$ cat src/rtl/mwire_pkg.sv
package mwire_pkg;

   typedef enum logic [1:0] {
      PH_IDLE = 2'd0,
      PH_CMD  = 2'd1,
      PH_DATA = 2'd2
   } phase_t;

   typedef struct packed {
      logic rise;
      logic fall;
   } edges_t;

endpackage

$ cat src/rtl/mwire_sync.sv
module mwire_sync #(
   parameter int             WIDTH   = 1,
   parameter int             STAGES  = 2,
   parameter logic [WIDTH-1:0] RST_VAL = '0
) (
   input  logic             clk,
   input  logic             rst_n,
   input  logic [WIDTH-1:0] d,
   output logic [WIDTH-1:0] q
);

   if (STAGES < 2) begin : g_bad_stages
      $error("mwire_sync: STAGES must be at least 2");
   end

   for (genvar i = 0; i < STAGES; i++) begin : g_stg
      logic [WIDTH-1:0] r;
      if (i == 0) begin : g_first
         always_ff @(posedge clk or negedge rst_n) begin
            if (!rst_n) r <= RST_VAL;
            else        r <= d;
         end
      end else begin : g_next
         always_ff @(posedge clk or negedge rst_n) begin
            if (!rst_n) r <= RST_VAL;
            else        r <= g_stg[i-1].r;
         end
      end
   end

   assign q = g_stg[STAGES-1].r;

endmodule

$ cat src/rtl/mwire_timing.sv
module mwire_timing #(
   parameter int CNT_W         = 16,
   parameter int SETUP_PERIODS = 2,
   parameter int HOLD_PERIODS  = 1
) (
   input  logic clk,
   input  logic rst_n,
   input  logic sck_rise,
   input  logic frm_fall,
   input  logic first_edge,
   output logic setup_err,
   output logic hold_err
);

   localparam int W2 = CNT_W + 2;

   if (SETUP_PERIODS < 1 || SETUP_PERIODS > 3) begin : g_bad_setup
      $error("mwire_timing: SETUP_PERIODS must lie in 1..3");
   end
   if (HOLD_PERIODS < 1 || HOLD_PERIODS > 3) begin : g_bad_hold
      $error("mwire_timing: HOLD_PERIODS must lie in 1..3");
   end

   logic [CNT_W-1:0] since_rise;
   logic [CNT_W-1:0] since_fall;
   logic [CNT_W-1:0] period;
   logic [1:0]       rises_seen;
   logic             per_ok;
   logic [W2-1:0]    rise_gap, fall_gap, setup_need, hold_need;

   always_comb begin
      per_ok     = (rises_seen == 2'd2);
      rise_gap   = W2'(since_rise) + W2'(1);
      fall_gap   = W2'(since_fall) + W2'(1);
      setup_need = W2'(period) * W2'(SETUP_PERIODS);
      hold_need  = W2'(period) * W2'(HOLD_PERIODS);
   end

   always_ff @(posedge clk or negedge rst_n) begin
      if (!rst_n) begin
         since_rise <= '0;
         since_fall <= '0;
         period     <= '0;
         rises_seen <= '0;
         setup_err  <= 1'b0;
         hold_err   <= 1'b0;
      end else begin
         if (sck_rise) begin
            since_rise <= '0;
            period     <= (since_rise == '1) ? since_rise : since_rise + 1'b1;
            if (!per_ok) rises_seen <= rises_seen + 2'd1;
         end else if (since_rise != '1) begin
            since_rise <= since_rise + 1'b1;
         end

         if (frm_fall)                since_fall <= '0;
         else if (since_fall != '1)   since_fall <= since_fall + 1'b1;

         if (frm_fall) begin
            setup_err <= 1'b0;
            hold_err  <= per_ok && (rise_gap < hold_need);
         end else if (first_edge && per_ok && (fall_gap < setup_need)) begin
            setup_err <= 1'b1;
         end
      end
   end

   AST_SETUP_AT_EDGE: assert property (@(posedge clk) disable iff (!rst_n)
      $rose(setup_err) |-> $past(first_edge));
   AST_HOLD_AT_FALL: assert property (@(posedge clk) disable iff (!rst_n)
      $rose(hold_err) |-> $past(frm_fall));

endmodule

$ cat src/rtl/mwire_xfer.sv
module mwire_xfer
   import mwire_pkg::*;
#(
   parameter int CMD_BITS = 8,
   parameter int DATA_MAX = 16,
   parameter int DATA_MIN = 4,
   parameter int LEN_W    = $clog2(DATA_MAX + 1)
) (
   input  logic                clk,
   input  logic                rst_n,
   input  edges_t              sck_e,
   input  edges_t              frm_e,
   input  logic                rxd,
   input  logic [LEN_W-1:0]    resp_len,
   input  logic [DATA_MAX-1:0] resp_word,
   output logic [CMD_BITS-1:0] cmd_byte,
   output logic                cmd_valid,
   output logic                txd,
   output logic                abort,
   output logic                first_edge
);

   localparam int CB_W = $clog2(CMD_BITS);

   phase_t              phase;
   logic [CMD_BITS-1:0] cmd_sr;
   logic [CB_W-1:0]     bit_cnt;
   logic [DATA_MAX-1:0] tx_sr;
   logic [LEN_W-1:0]    tx_cnt;
   logic [LEN_W-1:0]    tx_len;
   logic                first_pend;
   logic [LEN_W-1:0]    len_c;
   logic [DATA_MAX-1:0] aligned;
   logic [CMD_BITS-1:0] cmd_next;

   if (DATA_MIN == DATA_MAX) begin : g_fixed_len
      assign len_c = LEN_W'(DATA_MAX);
   end else begin : g_clamp_len
      always_comb begin
         if (resp_len < LEN_W'(DATA_MIN))      len_c = LEN_W'(DATA_MIN);
         else if (resp_len > LEN_W'(DATA_MAX)) len_c = LEN_W'(DATA_MAX);
         else                                  len_c = resp_len;
      end
   end

   assign aligned    = resp_word << (LEN_W'(DATA_MAX) - len_c);
   assign cmd_next   = {cmd_sr[CMD_BITS-2:0], rxd};
   assign first_edge = (phase == PH_CMD) && first_pend && sck_e.rise && !frm_e.rise;

   always_ff @(posedge clk or negedge rst_n) begin
      if (!rst_n) begin
         phase      <= PH_IDLE;
         cmd_sr     <= '0;
         bit_cnt    <= '0;
         tx_sr      <= '0;
         tx_cnt     <= '0;
         tx_len     <= LEN_W'(DATA_MIN);
         first_pend <= 1'b0;
         cmd_byte   <= '0;
         cmd_valid  <= 1'b0;
         txd        <= 1'b0;
         abort      <= 1'b0;
      end else begin
         cmd_valid <= 1'b0;
         abort     <= 1'b0;
         unique case (phase)
            PH_IDLE: begin
               txd <= 1'b0;
               if (frm_e.fall) begin
                  phase      <= PH_CMD;
                  bit_cnt    <= '0;
                  first_pend <= 1'b1;
               end
            end
            PH_CMD: begin
               if (frm_e.rise) begin
                  phase      <= PH_IDLE;
                  abort      <= (bit_cnt != '0);
                  bit_cnt    <= '0;
                  first_pend <= 1'b0;
               end else if (sck_e.rise) begin
                  first_pend <= 1'b0;
                  cmd_sr     <= cmd_next;
                  if (bit_cnt == CB_W'(CMD_BITS - 1)) begin
                     cmd_byte  <= cmd_next;
                     cmd_valid <= 1'b1;
                     tx_sr     <= aligned;
                     tx_len    <= len_c;
                     tx_cnt    <= '0;
                     bit_cnt   <= '0;
                     phase     <= PH_DATA;
                  end else begin
                     bit_cnt <= bit_cnt + 1'b1;
                  end
               end
            end
            PH_DATA: begin
               if (frm_e.rise) begin
                  phase <= PH_IDLE;
                  abort <= 1'b1;
                  txd   <= 1'b0;
               end else if (sck_e.fall && tx_cnt != tx_len) begin
                  txd    <= tx_sr[DATA_MAX-1];
                  tx_sr  <= tx_sr << 1;
                  tx_cnt <= tx_cnt + 1'b1;
               end else if (sck_e.rise && tx_cnt == tx_len) begin
                  phase   <= PH_CMD;
                  bit_cnt <= '0;
                  txd     <= 1'b0;
               end
            end
            default: phase <= PH_IDLE;
         endcase
      end
   end

   AST_VALID_ONE_CYCLE: assert property (@(posedge clk) disable iff (!rst_n)
      cmd_valid |=> !cmd_valid);
   AST_VALID_ON_RISE: assert property (@(posedge clk) disable iff (!rst_n)
      cmd_valid |-> $past(sck_e.rise));
   AST_LEN_IN_RANGE: assert property (@(posedge clk) disable iff (!rst_n)
      cmd_valid |-> (tx_len >= LEN_W'(DATA_MIN) && tx_len <= LEN_W'(DATA_MAX)));
   AST_TX_ON_FALL: assert property (@(posedge clk) disable iff (!rst_n)
      (phase == PH_DATA && $past(phase) == PH_DATA && txd != $past(txd)) |-> $past(sck_e.fall));
   AST_TX_QUIET: assert property (@(posedge clk) disable iff (!rst_n)
      (phase != PH_DATA) |-> !txd);
   AST_ABORT_ONE_CYCLE: assert property (@(posedge clk) disable iff (!rst_n)
      abort |=> !abort);

endmodule

$ cat src/rtl/mwire_slave.sv
module mwire_slave
   import mwire_pkg::*;
#(
   parameter int CMD_BITS      = 8,
   parameter int DATA_MAX      = 16,
   parameter int DATA_MIN      = 4,
   parameter int SYNC_STAGES   = 2,
   parameter int CNT_W         = 16,
   parameter int SETUP_PERIODS = 2,
   parameter int HOLD_PERIODS  = 1,
   localparam int LEN_W        = $clog2(DATA_MAX + 1)
) (
   input  logic                clk,
   input  logic                rst_n,
   input  logic                sck_i,
   input  logic                frame_n_i,
   input  logic                sdi_i,
   output logic                sdo_o,
   input  logic [LEN_W-1:0]    resp_len_i,
   input  logic [DATA_MAX-1:0] resp_data_i,
   output logic [CMD_BITS-1:0] cmd_o,
   output logic                cmd_valid_o,
   output logic                setup_err_o,
   output logic                hold_err_o,
   output logic                abort_o
);

   if (CMD_BITS < 2) begin : g_bad_cmd
      $error("mwire_slave: CMD_BITS must be at least 2");
   end
   if (DATA_MIN < 1 || DATA_MIN > DATA_MAX) begin : g_bad_len
      $error("mwire_slave: need 1 <= DATA_MIN <= DATA_MAX");
   end

   logic [2:0] sync_q;
   logic       s_sck, s_frm, s_sdi;
   logic       sck_q, frm_q;
   edges_t     sck_e, frm_e;
   logic       first_edge;

   mwire_sync #(
      .WIDTH   (3),
      .STAGES  (SYNC_STAGES),
      .RST_VAL (3'b010)
   ) u_sync (
      .clk   (clk),
      .rst_n (rst_n),
      .d     ({sdi_i, frame_n_i, sck_i}),
      .q     (sync_q)
   );

   assign s_sck = sync_q[0];
   assign s_frm = sync_q[1];
   assign s_sdi = sync_q[2];

   always_ff @(posedge clk or negedge rst_n) begin
      if (!rst_n) begin
         sck_q <= 1'b0;
         frm_q <= 1'b1;
      end else begin
         sck_q <= s_sck;
         frm_q <= s_frm;
      end
   end

   assign sck_e.rise = s_sck & ~sck_q;
   assign sck_e.fall = ~s_sck & sck_q;
   assign frm_e.rise = s_frm & ~frm_q;
   assign frm_e.fall = ~s_frm & frm_q;

   mwire_xfer #(
      .CMD_BITS (CMD_BITS),
      .DATA_MAX (DATA_MAX),
      .DATA_MIN (DATA_MIN),
      .LEN_W    (LEN_W)
   ) u_xfer (
      .clk        (clk),
      .rst_n      (rst_n),
      .sck_e      (sck_e),
      .frm_e      (frm_e),
      .rxd        (s_sdi),
      .resp_len   (resp_len_i),
      .resp_word  (resp_data_i),
      .cmd_byte   (cmd_o),
      .cmd_valid  (cmd_valid_o),
      .txd        (sdo_o),
      .abort      (abort_o),
      .first_edge (first_edge)
   );

   mwire_timing #(
      .CNT_W         (CNT_W),
      .SETUP_PERIODS (SETUP_PERIODS),
      .HOLD_PERIODS  (HOLD_PERIODS)
   ) u_timing (
      .clk        (clk),
      .rst_n      (rst_n),
      .sck_rise   (sck_e.rise),
      .frm_fall   (frm_e.fall),
      .first_edge (first_edge),
      .setup_err  (setup_err_o),
      .hold_err   (hold_err_o)
   );

   AST_ABORT_NO_VALID: assert property (@(posedge clk) disable iff (!rst_n)
      abort_o |-> !cmd_valid_o);
   AST_FRAME_HIGH_QUIET: assert property (@(posedge clk) disable iff (!rst_n)
      (s_frm && $past(s_frm)) |-> !sdo_o);

endmodule

$ cat config.mk
export PLATFORM = sky130hd
export DESIGN_NAME = mwire_slave
export DESIGN_NICKNAME = d
export VERILOG_FILES = /design/src/rtl/mwire_pkg.sv /design/src/rtl/mwire_sync.sv /design/src/rtl/mwire_timing.sv /design/src/rtl/mwire_xfer.sv /design/src/rtl/mwire_slave.sv
export SDC_FILE = /design/constraint.sdc
export NUM_CORES = 1
export LEC_CHECK = 0
export BUFFER_PORTS_ARGS = -buffer_cell sky130_fd_sc_hd__buf_2
export CAP_MARGIN = 15
export CORE_ASPECT_RATIO = 0.9
export CORE_UTILIZATION = 51
export CTS_BUF_LIST = sky130_fd_sc_hd__clkbuf_16
export CTS_CLUSTER_DIAMETER = 30
export DETAILED_ROUTE_END_ITERATION = 7
export PLACE_DENSITY = 0.69
export SLEW_MARGIN = 20
export SYNTH_ARGS = -nofsm -noshare
export SYNTH_HDL_FRONTEND = slang
export SYNTH_SLANG_ARGS = --single-unit
$ cat constraint.sdc
create_clock -name clk -period 6.1 [get_ports clk]
set_input_delay 0 -clock clk [delete_from_list [all_inputs] [get_ports clk]]
set_output_delay 0 -clock clk [all_outputs]
set_load 0.01 [all_outputs]
Word level (Yosys, flattened, before mapping)
Index checks and enable logic that the tools add are counted.
{"block": "op_classes", "add_sub_neg": 8, "order_cmp": 4, "n_eq_ne": 22, "n_shift": 1, "mux": 52, "bitwise_logic": 10, "n_reduce_logical": 26}
{"operator": "16-bit 2-to-1 mux", "n": 10}
{"operator": "5-bit 2-to-1 mux", "n": 7}
{"operator": "16-bit by 1-bit adder with 17-bit output (second input constant)", "n": 2}
{"operator": "16-bit by 1-bit adder with 16-bit output (second input constant)", "n": 2}
{"operator": "16-bit != test (second input constant)", "n": 2}
{"operator": "16-bit one-hot mux with 2 select lines", "n": 1}
{"operator": "3-bit 2-to-1 mux", "n": 7}
{"operator": "18-bit by 16-bit less-than comparator with 1-bit output", "n": 1}
{"operator": "18-bit by 17-bit less-than comparator with 1-bit output", "n": 1}
{"operator": "16-bit equality test (second input constant)", "n": 1}
{"operator": "16-bit by 5-bit left shift with 16-bit output", "n": 1}
{"operator": "1-bit 2-to-1 mux", "n": 14}
{"operator": "2-bit 2-to-1 mux", "n": 7}
{"operator": "2-bit != test (second input constant)", "n": 6}
{"operator": "6-bit AND reduction", "n": 2}
{"operator": "2-bit nonzero test", "n": 6}
{"operator": "5-bit one-hot mux with 2 select lines", "n": 1}
{"operator": "3-bit by 2-bit != test with 1-bit output (second input constant)", "n": 3}
{"operator": "3-bit one-hot mux with 3 select lines", "n": 1}
{"operator": "1-bit logical AND", "n": 8}
{"operator": "1-bit NOT", "n": 6}
{"operator": "1-bit one-hot mux with 2 select lines", "n": 3}
{"operator": "2-bit one-hot mux with 3 select lines", "n": 1}
{"operator": "3-bit AND reduction", "n": 2}
{"operator": "21 further kinds", "n": 28}
{"block": "word_totals", "regBits": 110, "input_bits": 26, "wordCells": 144}

Longest topological paths before layout
{"block": "logic_depth", "depth_word": 9, "mapped_depth": 14, "mapped_depth_nobuf": 13}

By module
From an unflattened synthesis, not the netlist that was laid out.
{"block": "hier_totals", "cells_unflattened": 683, "area_unflattened_um2": 6785.3}
{"mod": "mwire_xfer", "n_inst": 1, "cells_per_inst": 328, "area_per_inst_um2": 3324.4, "seq_area_each_um2": 1252.5}
{"mod": "mwire_timing", "n_inst": 1, "cells_per_inst": 343, "area_per_inst_um2": 3221.8, "seq_area_each_um2": 1301.2}
{"mod": "mwire_sync", "n_inst": 1, "cells_per_inst": 6, "area_per_inst_um2": 152.6, "seq_area_each_um2": 152.6}
{"mod": "mwire_slave", "n_inst": 1, "cells_per_inst": 6, "area_per_inst_um2": 86.3, "seq_area_each_um2": 51.3}

Least setup slack after synthesis
Ideal clock, no wire load.
{"block": "synth_path", "path_kind": "reg2reg", "startpoint": "register u_timing.since_rise[0]", "endpoint": "register u_timing.hold_err", "t_arrival_ns": 2.374, "t_required_ns": 6.034, "setup_slack_ns": 3.659, "path_stages_with_launch": 12, "path_buffers": 0, "synth_period_minus_slack_ns": 2.441, "path_cell_list": "dfrtp_1 -> ha_1 -> and3_1 -> nand3_1 -> xnor2_1 -> ha_1 -> a21o_1 -> a21o_1 -> a21oi_1 -> nor2_1 -> a2111oi_0 -> a22o_1"}
{"block": "synth_via", "elab_chain_cells": 3}
{"item": "start: declaration", "line": "mwire_timing.sv:24", "text": "logic [CNT_W-1:0] since_rise;"}
{"item": "start signal: assignment", "line": "mwire_timing.sv:53", "text": "since_rise <= since_rise + 1'b1;"}
{"item": "16-bit by 1-bit adder with 17-bit output", "line": "mwire_timing.sv:33", "text": "rise_gap = W2'(since_rise) + W2'(1);"}
{"item": "18-bit by 16-bit less-than comparator with 1-bit output", "line": "mwire_timing.sv:61", "text": "hold_err <= per_ok && (rise_gap < hold_need);"}
{"item": "1-bit logical AND", "line": "mwire_timing.sv:61"}
{"item": "end signal: assignment", "line": "mwire_timing.sv:61"}
{"item": "end: declaration", "line": "mwire_timing.sv:12", "text": "output logic hold_err"}
No other way between the ends.
A chain may end at the register's enable or synchronous reset.

Worst setup path after layout
{"block": "layout_path", "startpoint": "input port resp_len_i[4]", "endpoint": "register u_xfer.tx_sr[7]"}
{"block": "layout_via", "elab_chain_cells": 9}
{"item": "start: declaration", "line": "mwire_slave.sv:19", "text": "input logic [LEN_W-1:0] resp_len_i,"}
{"item": "5-bit greater-than comparator", "line": "mwire_xfer.sv:41", "text": "else if (resp_len > LEN_W'(DATA_MAX)) len_c = LEN_W'(DATA_MAX);"}
{"item": "5-bit 2-to-1 mux", "line": "mwire_xfer.sv:41"}
{"item": "5-bit 2-to-1 mux *", "line": "mwire_xfer.sv:40", "text": "if (resp_len < LEN_W'(DATA_MIN)) len_c = LEN_W'(DATA_MIN);"}
{"item": "5-bit subtractor *", "line": "mwire_xfer.sv:46", "text": "assign aligned = resp_word << (LEN_W'(DATA_MAX) - len_c);"}
{"item": "16-bit by 5-bit left shift with 16-bit output *", "line": "mwire_xfer.sv:46"}
{"item": "16-bit 2-to-1 mux *", "line": "mwire_xfer.sv:84", "text": "if (bit_cnt == CB_W'(CMD_BITS - 1)) begin"}
{"item": "16-bit 2-to-1 mux *", "line": "mwire_xfer.sv:81", "text": "end else if (sck_e.rise) begin"}
{"item": "16-bit 2-to-1 mux *", "line": "mwire_xfer.sv:76", "text": "if (frm_e.rise) begin"}
{"item": "16-bit one-hot mux with 2 select lines *", "line": "mwire_xfer.sv:66", "text": "unique case (phase)"}
{"item": "end signal: assignment", "line": "mwire_xfer.sv:87", "text": "tx_sr <= aligned;"}
{"item": "end signal: assignment", "line": "mwire_xfer.sv:104", "text": "tx_sr <= tx_sr << 1;"}
{"item": "end: declaration", "line": "mwire_xfer.sv:28", "text": "logic [DATA_MAX-1:0] tx_sr;"}
Every way passes the cells marked *; elsewhere a longest branch is shown, timed or not. The select of a mux whose other input is x is not followed.

==> results.sh <==
export IMPL_final_cell_mix="106 x dfrtp_1, 88 x nand2_1, 72 x nor2_1, 42 x ha_1, 38 x o21ai_0"
export IMPL_h_tree_depth=3
export IMPL_netSwitchingPower_mw=0.726
export IMPL_slew_headroom=0.288
export IMPL_core_rowCount=39
export IMPL_route_vias_total=5275
export IMPL_syn_nets=766
export IMPL_die_h_um=110
export IMPL_grt_overflow=0
export IMPL_cts_resized=0
export IMPL_end_kind="flop"
export IMPL_drt_wl_total_um=15100
export IMPL_netSwitchingFraction=0.341
export IMPL_r2r_cells=6
export IMPL_cts_sinks=110
export IMPL_holdPathEnd="u_xfer.tx_len[1]"
export IMPL_p_leak_nw=3.45
export IMPL_placed_area_um2=6920
export IMPL_ant_nets=0
export IMPL_cts_clk_slew_worst_paths_ns=0.07
export IMPL_fp_dieW_um=122
export IMPL_synth_xor_area_frac=0.0514
export IMPL_tns_ns=0
export IMPL_synth_compound_area_frac=0.150
export IMPL_antenna_found_initial=0
export IMPL_ys_async_sr_fraction=1.00
export IMPL_yosys_area_share_simple=0.182
export IMPL_cts_tree="yes"
export IMPL_tightestPinTransition_ns=1.06
export IMPL_clock_skew_ns=0.00554
export IMPL_p_int_mw=1.41
export IMPL_fmax_ghz=0.292
export IMPL_min_path_cells=3
export IMPL_hpwlAfterDp_um=11100
export IMPL_seq_area_frac_synth=0.415
export IMPL_hold_path_class="in -> reg"
export IMPL_hold_viol=0
export IMPL_slew_violations=0
export IMPL_p_seq_frac=0.451
export IMPL_setup_viol_count_final=0
export IMPL_grt_usage=0.240
export IMPL_vdd_drop_max_mv=0.192
export IMPL_synth_distinct_cells=66
export IMPL_rsz0062_at_grt="no"
export IMPL_min_from="resp_len_i[1]"
export IMPL_antenna_cells=0
export IMPL_grt_pass1_vias=4954
export IMPL_setup_ws_ns=2.68
export IMPL_cp_required_ns=6.35
export IMPL_drt_initial_drc_count=358
export IMPL_post_cts_buffers=0
export IMPL_synth_top_family_by_area="simple AND/OR/NAND/NOR gates"
export IMPL_cp_cell_sequence="dlygate4sd3_1, buf_2, nand2b_1, nor2_4, inv_4, ha_1, mux4_2, mux2_4, a221oi_2, nor2_1"
export IMPL_slowest_stage="ha_1"
export IMPL_syn_instance_count=698
export IMPL_startpoint="resp_len_i[4]"
export IMPL_post_route_period_util=0.561
export IMPL_drv_cap=0
export IMPL_final_core_util=0.574
export IMPL_placed_cells=874
export IMPL_place_congestion=0.908
export IMPL_area_growth_pct=9.47
export IMPL_power_frac_comb=0.283
export IMPL_initial_core_util=0.524
export IMPL_cp_arrival_ns=3.67
export IMPL_clkPwrFrac=0.266
export IMPL_dr_pass1_iters=5
export IMPL_core_um2=12700
export IMPL_stdcell_area_um2=7280
export IMPL_grt_max_degree=58
export IMPL_crit_type="in -> reg"
export IMPL_max_stage_delay_ns=0.83
export IMPL_r2r_end="u_xfer.tx_sr[10]"
export IMPL_fin_crit_ns=3.42
export IMPL_synth_edf_count=0
export IMPL_vias_per_cell=5.88
export IMPL_fin_nets=796
export IMPL_ys_seq_elements=110
export IMPL_synth_adder_area_share=0.0791
export IMPL_drive_gt1_frac=0.126
export IMPL_yosysWarningCount=0
export IMPL_drc=0
export IMPL_syn_area_um2=6650
export IMPL_r2r_slack_ns=3.08
export IMPL_synth_mux_area_frac=0.0817
export IMPL_p_per_area_nw_per_um2=293
export IMPL_avgSynthCellArea_um2=9.52
export IMPL_clock_latency_ns=0.36
export IMPL_wl_per_cell_um=16.9
export IMPL_post_place_ws_ns=2.87
export IMPL_hold_ws_ns=0.0158
export IMPL_cts_path_max_buffers=2
export IMPL_cp_max_fo=22
export IMPL_status="complete, no violations"
export IMPL_instances_no_fill=897
export IMPL_io_buffers=38
export IMPL_io_pins=39
export IMPL_cts_made_buffers=9
export IMPL_cts_root_buf="clkbuf_16"
export IMPL_synth_top_flop_cell="dfrtp_1"
export IMPL_layout_commonest_cell="dfrtp_1"
export IMPL_r2r_start="frm_q"
export IMPL_die_area_um2=13500
export IMPL_cp_start_kind="primary input"
export IMPL_grt_pass1_wl_um=25000
export IMPL_power_total_mw=2.13
-- cell families after synthesis --
family	count (synthesis)
flops	110
mux	34
buf+inv	62
compound gates	150
simple gates	261
xor+xnor	39
fa+ha+maj	42
-- area by class of cell --
type / instances / area [um^2]
clock buffer: 9 / 225
multi-input combinational: 526 / 3620
tap: 164 / 205
sequential: 110 / 2760
timing repair buffer: 48 / 285
inverter: 33 / 126
fill: 1114 / 5410
clock inverter: 7 / 58.8
-- power by group through the flow --
stage	clock network [mW]	logic [mW]	registers, mW
after CTS	0.580	0.599	0.960
after floorplan	0	0.443	0.945
after global placement	0	0.570	0.967
final	0.567	0.602	0.961
after global routing	0.609	0.673	0.980
after detailed placement	0	0.592	0.971
-- cell usage after synthesis, types with 4 or more instances --
cell type	n	area share
mux4_1	6	0.024
xnor2_1	19	0.025
mux4_2	7	0.024
nand2b_1	11	0.010
ha_1	42	0.079
nor2_1	72	0.041
nand3b_1	4	0.0045
nor2b_1	8	0.0075
and3_1	12	0.011
clkbuf_1	16	0.0090
xor2_1	20	0.026
dfstp_2	4	0.016
nor3_1	10	0.0075
nand2_1	88	0.050
inv_1	31	0.018
o21a_1	13	0.015
a31oi_1	8	0.0075
a211oi_1	5	0.0056
mux2_2	10	0.017
buf_2	8	0.0060
a21o_1	12	0.014
a211o_1	4	0.0053
nand4_1	8	0.0075
a21oi_1	29	0.022
a221oi_1	6	0.0079
nand3_1	28	0.021
o31ai_1	5	0.0056
o21ai_0	38	0.029
dfrtp_1	106	0.40
mux2i_1	10	0.015
or2_2	4	0.0038
-- flip-flops by register name (all words and copies together) (netlist names), 2 cells and up --
name,count
u_timing.since_fall,16
u_xfer.tx_cnt,5
u_sync.q,3
u_xfer.bit_cnt,3
u_xfer.tx_len,5
u_timing.period,16
u_xfer.cmd_sr,7
u_sync.g_stg.r,3
u_xfer.phase,2
u_xfer.cmd_byte,8
u_xfer.tx_sr,16
u_timing.since_rise,16
u_timing.rises_seen,2
-- worst max path at each step --
stage	end	slack, ns
2_1_floorplan	u_timing.hold_err	3.66
3_3_place_gp	u_xfer.tx_sr[7]	2.94
3_5_place_dp	u_xfer.tx_sr[7]	2.87
4_1_cts	u_xfer.tx_sr[7]	2.71
5_1_grt	u_xfer.tx_sr[7]	2.50
6_report	u_xfer.tx_sr[7]	2.68
-- timing repair --
item                       in CTS  in global routing
hold endpoints to repair       57                  0
setup endpoints to repair       0                  0
hold buffers                    7                  0
-- worst max-delay path, delay by kind of cell --
kind / cells / cell delay (ns)
and+or+nand+nor: 3 / 0.76
AOI/OAI and AO/OA: 1 / 0.23
adders and majority gates: 1 / 0.83
buffers and inverters: 3 / 0.90
muxes: 2 / 0.94
-- layer usage --
metal / track usage / share of wire / wire [um]
met5: 0 / 0 / 0
met4: 0.0505 / 0.0096 / 145
met3: 0.0484 / 0.061 / 929
met2: 0.361 / 0.44 / 6620
met1: 0.357 / 0.49 / 7440
Note: power is estimated with default switching activity, not from simulation.
